$ cat config.mk
export PLATFORM = sky130hd
export DESIGN_NAME = dram_bank_seq
export DESIGN_NICKNAME = d
export VERILOG_FILES = /design/src/rtl/dbs_pkg.sv /design/src/rtl/dbs_delay_timer.sv /design/src/rtl/dbs_open_row.sv /design/src/rtl/dbs_addr_mux.sv /design/src/rtl/dram_bank_seq.sv
export SDC_FILE = /design/constraint.sdc
export NUM_CORES = 1
export LEC_CHECK = 0
export BUFFER_PORTS_ARGS = -buffer_cell sky130_fd_sc_hd__buf_4
export CAP_MARGIN = 40
export CORE_AREA = 2 2 67 69
export DETAILED_ROUTE_END_ITERATION = 6
export DIE_AREA = 0 0 69 71
export GPL_ROUTABILITY_DRIVEN = 0
export PLACE_DENSITY = 0.72
export SYNTH_ARGS = -nofsm -noshare
export SYNTH_HDL_FRONTEND = slang
export SYNTH_SLANG_ARGS = --single-unit
$ cat constraint.sdc
create_clock -name clk -period 1.9 [get_ports clk]
set_input_delay 0.38 -clock clk [delete_from_list [all_inputs] [get_ports clk]]
set_output_delay 0.38 -clock clk [all_outputs]
set_load 0.01 [all_outputs]
$ cat src/rtl/dbs_pkg.sv
package dbs_pkg;
   typedef enum logic [2:0] {
      CMD_NOP = 3'd0,
      CMD_ACT = 3'd1,
      CMD_RD  = 3'd2,
      CMD_WR  = 3'd3,
      CMD_PRE = 3'd4
   } dbs_cmd_e;

   typedef enum logic [1:0] {
      ST_IDLE,
      ST_PRE,
      ST_ACT,
      ST_COL
   } dbs_state_e;
endpackage

$ cat src/rtl/dbs_delay_timer.sv
module dbs_delay_timer #(
   parameter int CNT_W = 4
) (
   input  logic             clk,
   input  logic             rst_n,
   input  logic             load,
   input  logic [CNT_W-1:0] load_val,
   output logic             done
);
   logic [CNT_W-1:0] cnt_q;

   always_ff @(posedge clk) begin
      if (!rst_n)
         cnt_q <= '0;
      else if (load)
         cnt_q <= load_val;
      else if (cnt_q != '0)
         cnt_q <= cnt_q - 1'b1;
   end

   assign done = (cnt_q == '0);
endmodule

$ cat src/rtl/dbs_open_row.sv
module dbs_open_row #(
   parameter int ROW_W = 4
) (
   input  logic             clk,
   input  logic             rst_n,
   input  logic             act_en,
   input  logic             pre_en,
   input  logic [ROW_W-1:0] act_row,
   input  logic [ROW_W-1:0] cmp_row,
   output logic             is_open,
   output logic             hit
);
   logic             open_q;
   logic [ROW_W-1:0] row_q;

   always_ff @(posedge clk) begin
      if (!rst_n) begin
         open_q <= 1'b0;
         row_q  <= '0;
      end else if (act_en) begin
         open_q <= 1'b1;
         row_q  <= act_row;
      end else if (pre_en) begin
         open_q <= 1'b0;
      end
   end

   assign is_open = open_q;
   assign hit     = open_q && (row_q == cmp_row);
endmodule

$ cat src/rtl/dbs_addr_mux.sv
module dbs_addr_mux #(
   parameter int ROW_W  = 4,
   parameter int COL_W  = 3,
   parameter int ADDR_W = 4
) (
   input  logic              sel_row,
   input  logic [ROW_W-1:0]  row,
   input  logic [COL_W-1:0]  col,
   output logic [ADDR_W-1:0] addr
);
   logic [ADDR_W-1:0] row_ext, col_ext;

   generate
      if (ROW_W == ADDR_W) begin : g_row_full
         assign row_ext = row;
      end else begin : g_row_pad
         assign row_ext = {{(ADDR_W-ROW_W){1'b0}}, row};
      end
      if (COL_W == ADDR_W) begin : g_col_full
         assign col_ext = col;
      end else begin : g_col_pad
         assign col_ext = {{(ADDR_W-COL_W){1'b0}}, col};
      end
   endgenerate

   assign addr = sel_row ? row_ext : col_ext;
endmodule

$ cat src/rtl/dram_bank_seq.sv
module dram_bank_seq #(
   parameter int ROW_W  = 4,
   parameter int COL_W  = 3,
   parameter int DATA_W = 8,
   parameter int T_RCD  = 3,
   parameter int T_CL   = 2,
   parameter int T_RP   = 3,
   localparam int REQ_W  = ROW_W + COL_W,
   localparam int ADDR_W = (ROW_W > COL_W) ? ROW_W : COL_W
) (
   input  logic              clk,
   input  logic              rst_n,
   input  logic              req_valid,
   output logic              req_ready,
   input  logic              req_write,
   input  logic [REQ_W-1:0]  req_addr,
   input  logic [DATA_W-1:0] req_wdata,
   output logic              rd_valid,
   output logic [DATA_W-1:0] rd_data,
   output logic [2:0]        mem_cmd,
   output logic [ADDR_W-1:0] mem_addr,
   output logic [DATA_W-1:0] mem_wdata,
   input  logic [DATA_W-1:0] mem_rdata
);
   import dbs_pkg::*;

   localparam int MAX_A = (T_RCD > T_RP) ? T_RCD : T_RP;
   localparam int MAX_D = (MAX_A > T_CL) ? MAX_A : T_CL;
   localparam int CNT_W = $clog2(MAX_D + 1);

   generate
      if (ROW_W < 1 || COL_W < 1 || DATA_W < 1) begin : g_bad_width
         $error("dram_bank_seq: widths must be at least 1");
      end
      if (T_RCD < 1 || T_CL < 1 || T_RP < 1) begin : g_bad_delay
         $error("dram_bank_seq: delays must be at least 1 cycle");
      end
   endgenerate

   dbs_state_e        state_q, state_d;
   logic              wr_q;
   logic [ROW_W-1:0]  row_q;
   logic [COL_W-1:0]  col_q;
   logic [DATA_W-1:0] wdata_q;
   dbs_cmd_e          cmd_q, cmd_d;
   logic [ADDR_W-1:0] addr_q, addr_d;
   logic              rdv_q;
   logic [DATA_W-1:0] rdata_q;

   logic              accept, tmr_done, tmr_load, sel_row;
   logic [CNT_W-1:0]  tmr_val;
   logic              row_open, row_hit;
   logic [ROW_W-1:0]  req_row, cur_row;
   logic [COL_W-1:0]  req_col, cur_col;
   logic              cur_wr;

   assign req_row = req_addr[REQ_W-1:COL_W];
   assign req_col = req_addr[COL_W-1:0];
   assign accept  = req_valid && (state_q == ST_IDLE);
   assign cur_row = (state_q == ST_IDLE) ? req_row   : row_q;
   assign cur_col = (state_q == ST_IDLE) ? req_col   : col_q;
   assign cur_wr  = (state_q == ST_IDLE) ? req_write : wr_q;

   dbs_delay_timer #(.CNT_W(CNT_W)) u_timer (
      .clk(clk), .rst_n(rst_n), .load(tmr_load), .load_val(tmr_val), .done(tmr_done)
   );

   dbs_open_row #(.ROW_W(ROW_W)) u_rows (
      .clk(clk), .rst_n(rst_n),
      .act_en(cmd_d == CMD_ACT), .pre_en(cmd_d == CMD_PRE),
      .act_row(cur_row), .cmp_row(req_row),
      .is_open(row_open), .hit(row_hit)
   );

   dbs_addr_mux #(.ROW_W(ROW_W), .COL_W(COL_W), .ADDR_W(ADDR_W)) u_amux (
      .sel_row(sel_row), .row(cur_row), .col(cur_col), .addr(addr_d)
   );

   always_comb begin
      state_d  = state_q;
      cmd_d    = CMD_NOP;
      sel_row  = 1'b0;
      tmr_load = 1'b0;
      tmr_val  = '0;
      unique case (state_q)
         ST_IDLE: if (accept) begin
            tmr_load = 1'b1;
            if (row_hit) begin
               cmd_d   = req_write ? CMD_WR : CMD_RD;
               tmr_val = CNT_W'(T_CL - 1);
               state_d = ST_COL;
            end else if (row_open) begin
               cmd_d   = CMD_PRE;
               tmr_val = CNT_W'(T_RP - 1);
               state_d = ST_PRE;
            end else begin
               cmd_d   = CMD_ACT;
               sel_row = 1'b1;
               tmr_val = CNT_W'(T_RCD - 1);
               state_d = ST_ACT;
            end
         end
         ST_PRE: if (tmr_done) begin
            cmd_d    = CMD_ACT;
            sel_row  = 1'b1;
            tmr_load = 1'b1;
            tmr_val  = CNT_W'(T_RCD - 1);
            state_d  = ST_ACT;
         end
         ST_ACT: if (tmr_done) begin
            cmd_d    = cur_wr ? CMD_WR : CMD_RD;
            tmr_load = 1'b1;
            tmr_val  = CNT_W'(T_CL - 1);
            state_d  = ST_COL;
         end
         ST_COL: if (tmr_done) state_d = ST_IDLE;
         default: state_d = ST_IDLE;
      endcase
   end

   always_ff @(posedge clk) begin
      if (!rst_n) begin
         state_q <= ST_IDLE;
         wr_q    <= 1'b0;
         row_q   <= '0;
         col_q   <= '0;
         wdata_q <= '0;
         cmd_q   <= CMD_NOP;
         addr_q  <= '0;
         rdv_q   <= 1'b0;
         rdata_q <= '0;
      end else begin
         state_q <= state_d;
         cmd_q   <= cmd_d;
         rdv_q   <= 1'b0;
         if (cmd_d != CMD_NOP) addr_q <= addr_d;
         if (accept) begin
            wr_q    <= req_write;
            row_q   <= req_row;
            col_q   <= req_col;
            wdata_q <= req_wdata;
         end
         if (state_q == ST_COL && tmr_done && !wr_q) begin
            rdv_q   <= 1'b1;
            rdata_q <= mem_rdata;
         end
      end
   end

   assign req_ready = (state_q == ST_IDLE);
   assign rd_valid  = rdv_q;
   assign rd_data   = rdata_q;
   assign mem_cmd   = cmd_q;
   assign mem_addr  = addr_q;
   assign mem_wdata = wdata_q;
endmodule

Word level (Yosys, flattened, before mapping)
Cells that the tools add are included.
- flip-flop bits (word level): 41
- latch bits: 0
- memory bits (writable): 0
- bits in read-only memories: 0
- word-level logic and storage cells: 72
- memories: 0
- add/sub/neg operators: 1
- multipliers: 0
- div/mod/pow operators: 0
- $lt $le $gt $ge: 0
- equal/unequal tests: 10
- shift operators: 0
- muxes and demuxes: 36
- bitwise gates (word level): 0
- reduce and logical (&&, ||, !) cells: 13
- operators by type and width (operator ; number):
    $mux 2 ; 12
    $mux 1 ; 13
    $mux 3 ; 4
    $pmux 3 s3 ; 1
    $mux 4 ; 2
    $pmux 2 s4 ; 1
    $ne 2x2->1 const B ; 3
    $pmux 2 s3 ; 1
    $reduce_bool 2->1 ; 3
    $eq 2x2->1 const B ; 2
    $eq 4x4->1 ; 1
    $logic_and 1x1->1 ; 4
    $logic_not 2->1 ; 2
    $pmux 1 s2 ; 2
    $reduce_and 4->1 ; 1
    $eq 3x1->1 const B ; 1
    $eq 3x3->1 const B ; 1
    $reduce_bool 3->1 ; 1
    $eq 2x1->1 const B ; 1
    $ne 2x1->1 const B ; 1
    $reduce_or 2->1 ; 1
    $sub 2x1->2 const B ; 1
    $logic_not 1->1 ; 1

Longest topological paths before layout
- depth in word-level cells: 8
- gate-level depth with buffers: 10

Cells and area by module
From an unflattened synthesis, not the netlist that was laid out.
- cells, all modules: 208
- area total of the unflattened synthesis: 1909.3 um^2
- modules (own cells, without submodules) (module ; times used ; cells an instance ; area an instance (um^2) ; seq. area each (um^2)):
    dram_bank_seq ; 1 ; 169 ; 1506.4 ; 680.7
    dbs_open_row ; 1 ; 22 ; 237.7 ; 100.1
    dbs_delay_timer ; 1 ; 13 ; 123.9 ; 40.0
    dbs_addr_mux ; 1 ; 4 ; 41.3 ; 0.0

Worst setup path before layout
No wires, ideal clock.
- kind: register to register
- start point: register state_q[0]
- end point: register u_rows.row_q[0]
- setup time: 0.072 ns
- arrival time: 1.820 ns
- setup slack: 0.009 ns
- cell stages (with the launch flop): 11
- period minus slack after synthesis: 1.891 ns
- path through: dfxtp_1 inv_1 ha_1 and2_1 buf_2 nand3_1 nor2b_1 buf_2 nor2b_1 buf_2 mux2i_1
- cells in the longest elaborated chain, start to end: 6
- elaborated cells between the ends (all ways): 11
- classes of those cells: eq/ne: 3; mux: 6; reduce/logical: 2
- ends and longest elaborated chain (item ; line ; RTL):
    start, declared ; dram_bank_seq.sv:40 ; dbs_state_e state_q, state_d;
    start signal, assigned ; dram_bank_seq.sv:133 ; state_q <= state_d;
    $logic_not 2->1 * ; -- ;
    named net req_ready ; dram_bank_seq.sv:14 ; output logic req_ready,
    $mux 1 ; dram_bank_seq.sv:62 ; assign cur_wr = (state_q == ST_IDLE) ? req_write : wr_q;
    $mux 1 ; dram_bank_seq.sv:111 ; cmd_d = cur_wr ? CMD_WR : CMD_RD;
    $mux 2 ; dram_bank_seq.sv:110 ; ST_ACT: if (tmr_done) begin
    $pmux 3 s3 ; dram_bank_seq.sv:85 ; unique case (state_q)
    $eq 3x1->1 ; dram_bank_seq.sv:70 ; .act_en(cmd_d == CMD_ACT), .pre_en(cmd_d == CMD_PRE),
    end signal, assigned ; dbs_open_row.sv:22 ; row_q <= act_row;
    end, declared ; dbs_open_row.sv:14 ; logic [ROW_W-1:0] row_q;
The timed path passes the listed nets; every way through them passes the cells marked *.
A chain may end at the register's enable or synchronous reset.

Final worst setup path
- start point: register state_q[0]
- end point: register u_rows.row_q[2]
- cells in the longest elaborated chain, start to end: 6
- elaborated cells between the ends (all ways): 11
- classes of those cells: eq/ne: 3; mux: 6; reduce/logical: 2
- ends and longest elaborated chain (item ; line):
    $logic_not 2->1 ; --
    $mux 1 ; dram_bank_seq.sv:62
    $mux 1 ; dram_bank_seq.sv:111
    $mux 2 ; dram_bank_seq.sv:110
    $pmux 3 s3 ; dram_bank_seq.sv:85
    $eq 3x1->1 ; dram_bank_seq.sv:70
Parallel ways exist; a longest one is shown, timed or not.

==> qor.yml <==
critPathArrivalTime_ns: 2.00
die_width_um: 69
grt_pass1_vias: 1501
yosysSeqAreaShare: 0.444
netlist-cell-type-count: 28
dpl.hpwl_um: 2970
die_h_um: 71
place_area_um2: 2360
hold_class: "in2reg"
cts_tree: "yes"
syn_area_per_cell_um2: 8.64
pre_cts_ws_ns: 0.0649
ir_drop_mv: 0.617
grt.total_usage: 0.175
drtIter0Drc: 118
cts_sinks: 41
final_common_cell: "buf_4"
synth.mux.area_fraction: 0.0988
critical_path.endpoint_type: "register"
ios: 52
synth_warnings: 0
layout_setup_ws_ns: 0.115
syn-cell-area_um2: 1850
relSlewSlack: 0.630
synth_top_family_by_area: "simple AND/OR/NAND/NOR gates"
port-buffer-count: 51
tns_ns: 0
cp_slowest_stage_delay_ns: 0.32
htree_num_levels: 2
path_cells: "inv_2, ha_4, buf_12, nand3b_1, a31oi_1, a21oi_2, buf_4, nor2b_1, buf_4, mux2i_1"
diodes: 0
synth_simple_gate_area_frac: 0.202
syn_nets: 248
setup.worst_path.start_class: "register"
finalHoldViolCount: 0
min_period_over_period: 0.940
wl_per_cell_um: 12.7
cts_root_buffer: "clkbuf_8"
dieArea_um2: 4900
ys_ff_latch: 41
fin_total_pwr_uw: 3370
outcome: "completed"
cp.buffers_inverters: 4
clock_skew_ns: 0.00400
dr.pass1.iters: 4
cap_violations: 0
slew_viol_final: 0
grt_antenna_before_repair: 0
crit_path_frequent_cell: "buf_4"
wl_um: 4160
final_util: 0.595
synthCells: 214
num_vias: 1611
synth_compound_area_frac: 0.137
yosys.area_share.adder: 0.0474
grt_max_degree: 24
cp_data_required_time_ns: 2.12
crit_path_top_delay_cell: "dfxtp_1"
cts_buffer_depth: 2
cts_made_buffers: 5
areaGrowthSynthToFinish_pct: 35.2
synthXorXnorAreaFrac: 0.0237
grt_pass1_wl_um: 6840
rows: 24
max_freq_mhz: 560
core_um2: 4200
power_density_nw_per_um2: 1350
initial_utilization: 0.440
p_leak_uw: 0.00119
grt.overflow.total: 0
crit_type: "reg2reg"
final_cell_mix: "buf_4 (65), nand2_1 (44), dfxtp_1 (41)"
final_cell_area_um2: 2500
r2r_setup_slack_ns: 0.11
fin_nets: 309
detail-route-antenna-nets: 0
worstPathMaxFanout: 12
setup_violations: 0
drc: 0
vias_per_cell: 4.91
period_minus_slack_ns: 1.79
clk_pin_slew_ns: 0.08
insertion_delay_ns: 0.29
drive_above_1_share: 0.297
critical_path.top_delay_family: "buffers and inverters"
tightest_slew_ns: 0.553
-- synthesized netlist by cell type --
| master | count | area, um2 |
|---|---|---|
| dfxtp_1 | 41 | 821 |
| a21oi_2 | 1 | 8.76 |
| nor2_1 | 16 | 60.1 |
| nand3_1 | 3 | 15.0 |
| xor2_1 | 5 | 43.8 |
| mux2_2 | 2 | 22.5 |
| a31oi_1 | 2 | 12.5 |
| nand2b_1 | 3 | 18.8 |
| a211oi_1 | 3 | 22.5 |
| o21ai_0 | 3 | 15.0 |
| a221oi_1 | 4 | 35.0 |
| o31ai_1 | 1 | 7.51 |
| inv_1 | 8 | 30.0 |
| nor3_1 | 2 | 10.0 |
| o22ai_1 | 2 | 12.5 |
| clkbuf_1 | 7 | 26.3 |
| mux2i_1 | 16 | 160 |
| nor4_4 | 1 | 21.3 |
| ha_1 | 7 | 87.6 |
| buf_2 | 6 | 30.0 |
| a21oi_1 | 18 | 90.1 |
| and2_1 | 5 | 31.3 |
| a41o_1 | 2 | 20.0 |
| nor2b_1 | 2 | 12.5 |
| and3_1 | 4 | 25.0 |
| nand3b_1 | 2 | 15.0 |
| o21a_1 | 4 | 30.0 |
| nand2_1 | 44 | 165 |
-- sequential cells by signal (all words and copies together) (netlist names) --
name	flops
state_q	2
u_rows.row_q	4
mem_cmd	3
rd_valid	1
u_timer.cnt_q	2
row_q	4
u_rows.is_open	1
mem_addr	4
wr_q	1
col_q	3
mem_wdata	8
rd_data	8
-- layer usage --
| metal | GRT usage | share of wire | up-vias |
|---|---|---|---|
| met4 | 0.0654 | 0.012 | 0 |
| met5 | 0 | 0 | - |
| met2 | 0.308 | 0.47 | 47 |
| met1 | 0.203 | 0.46 | 717 |
| li1 | - | - | 842 |
| met3 | 0.0484 | 0.061 | 5 |
-- power by group --
part | switching [uW] | internal (uW)
Combinational | 809 | 794
Sequential | 106 | 1050
Clock | 287 | 328
-- final timing paths --
path,startpoint,to,depth (start not counted)
max,state_q[0]$_SDFFE_PN0P_,u_rows.row_q[2]$_SDFFE_PN0N_,10
min,mem_rdata[7],rd_data[7]$_SDFFE_PN0P_,3
max reg2reg,state_q[0]$_SDFFE_PN0P_,u_rows.row_q[2]$_SDFFE_PN0N_,10
min reg2reg,row_q[0]$_SDFFE_PN0N_,row_q[0]$_SDFFE_PN0N_,2
-- area by class of cell --
cell class                 instances  area (um2)
clock buffer                       7        96.3
clock inverter                     1        5.00
fill                             383        1700
inverter                           8        30.0
multi-input combinational        152         955
sequential                        41         821
tap                               52        65.1
timing repair buffer              67         528
-- repair_timing --
action | CTS | global route
hold buffers | 0 | 0
endpoints found under the setup margin | 0 | 9
setup buffers | 0 | 3
gates resized for setup | 0 | 4
-- metrics by stage --
step / hold slack [ns] / std cells
2_1_floorplan: 0.434 / 214
3_3_place_gp: 0.443 / 317
3_5_place_dp: 0.449 / 317
4_1_cts: 0.314 / 325
5_1_grt: 0.326 / 328
6_report: 0.319 / 328
-- logic make-up (layout without fill, tap and decap cells) --
| family | Yosys count | after routing |
|---|---|---|
| AND/OR/NAND/NOR | 82 | 82 |
| flip-flops | 41 | 41 |
| AO/OA/AOI/OAI | 40 | 40 |
| buffers and inverters | 21 | 83 |
| multiplexers | 18 | 18 |
| adder cells (fa/ha/maj) | 7 | 7 |
| XOR/XNOR | 5 | 5 |
-- tightest hold or removal path, stage by stage --
cell     delay [ns]
buf_4          0.07
mux2i_1        0.05
nor2_1         0.07
(Power assumes the default switching activity.)
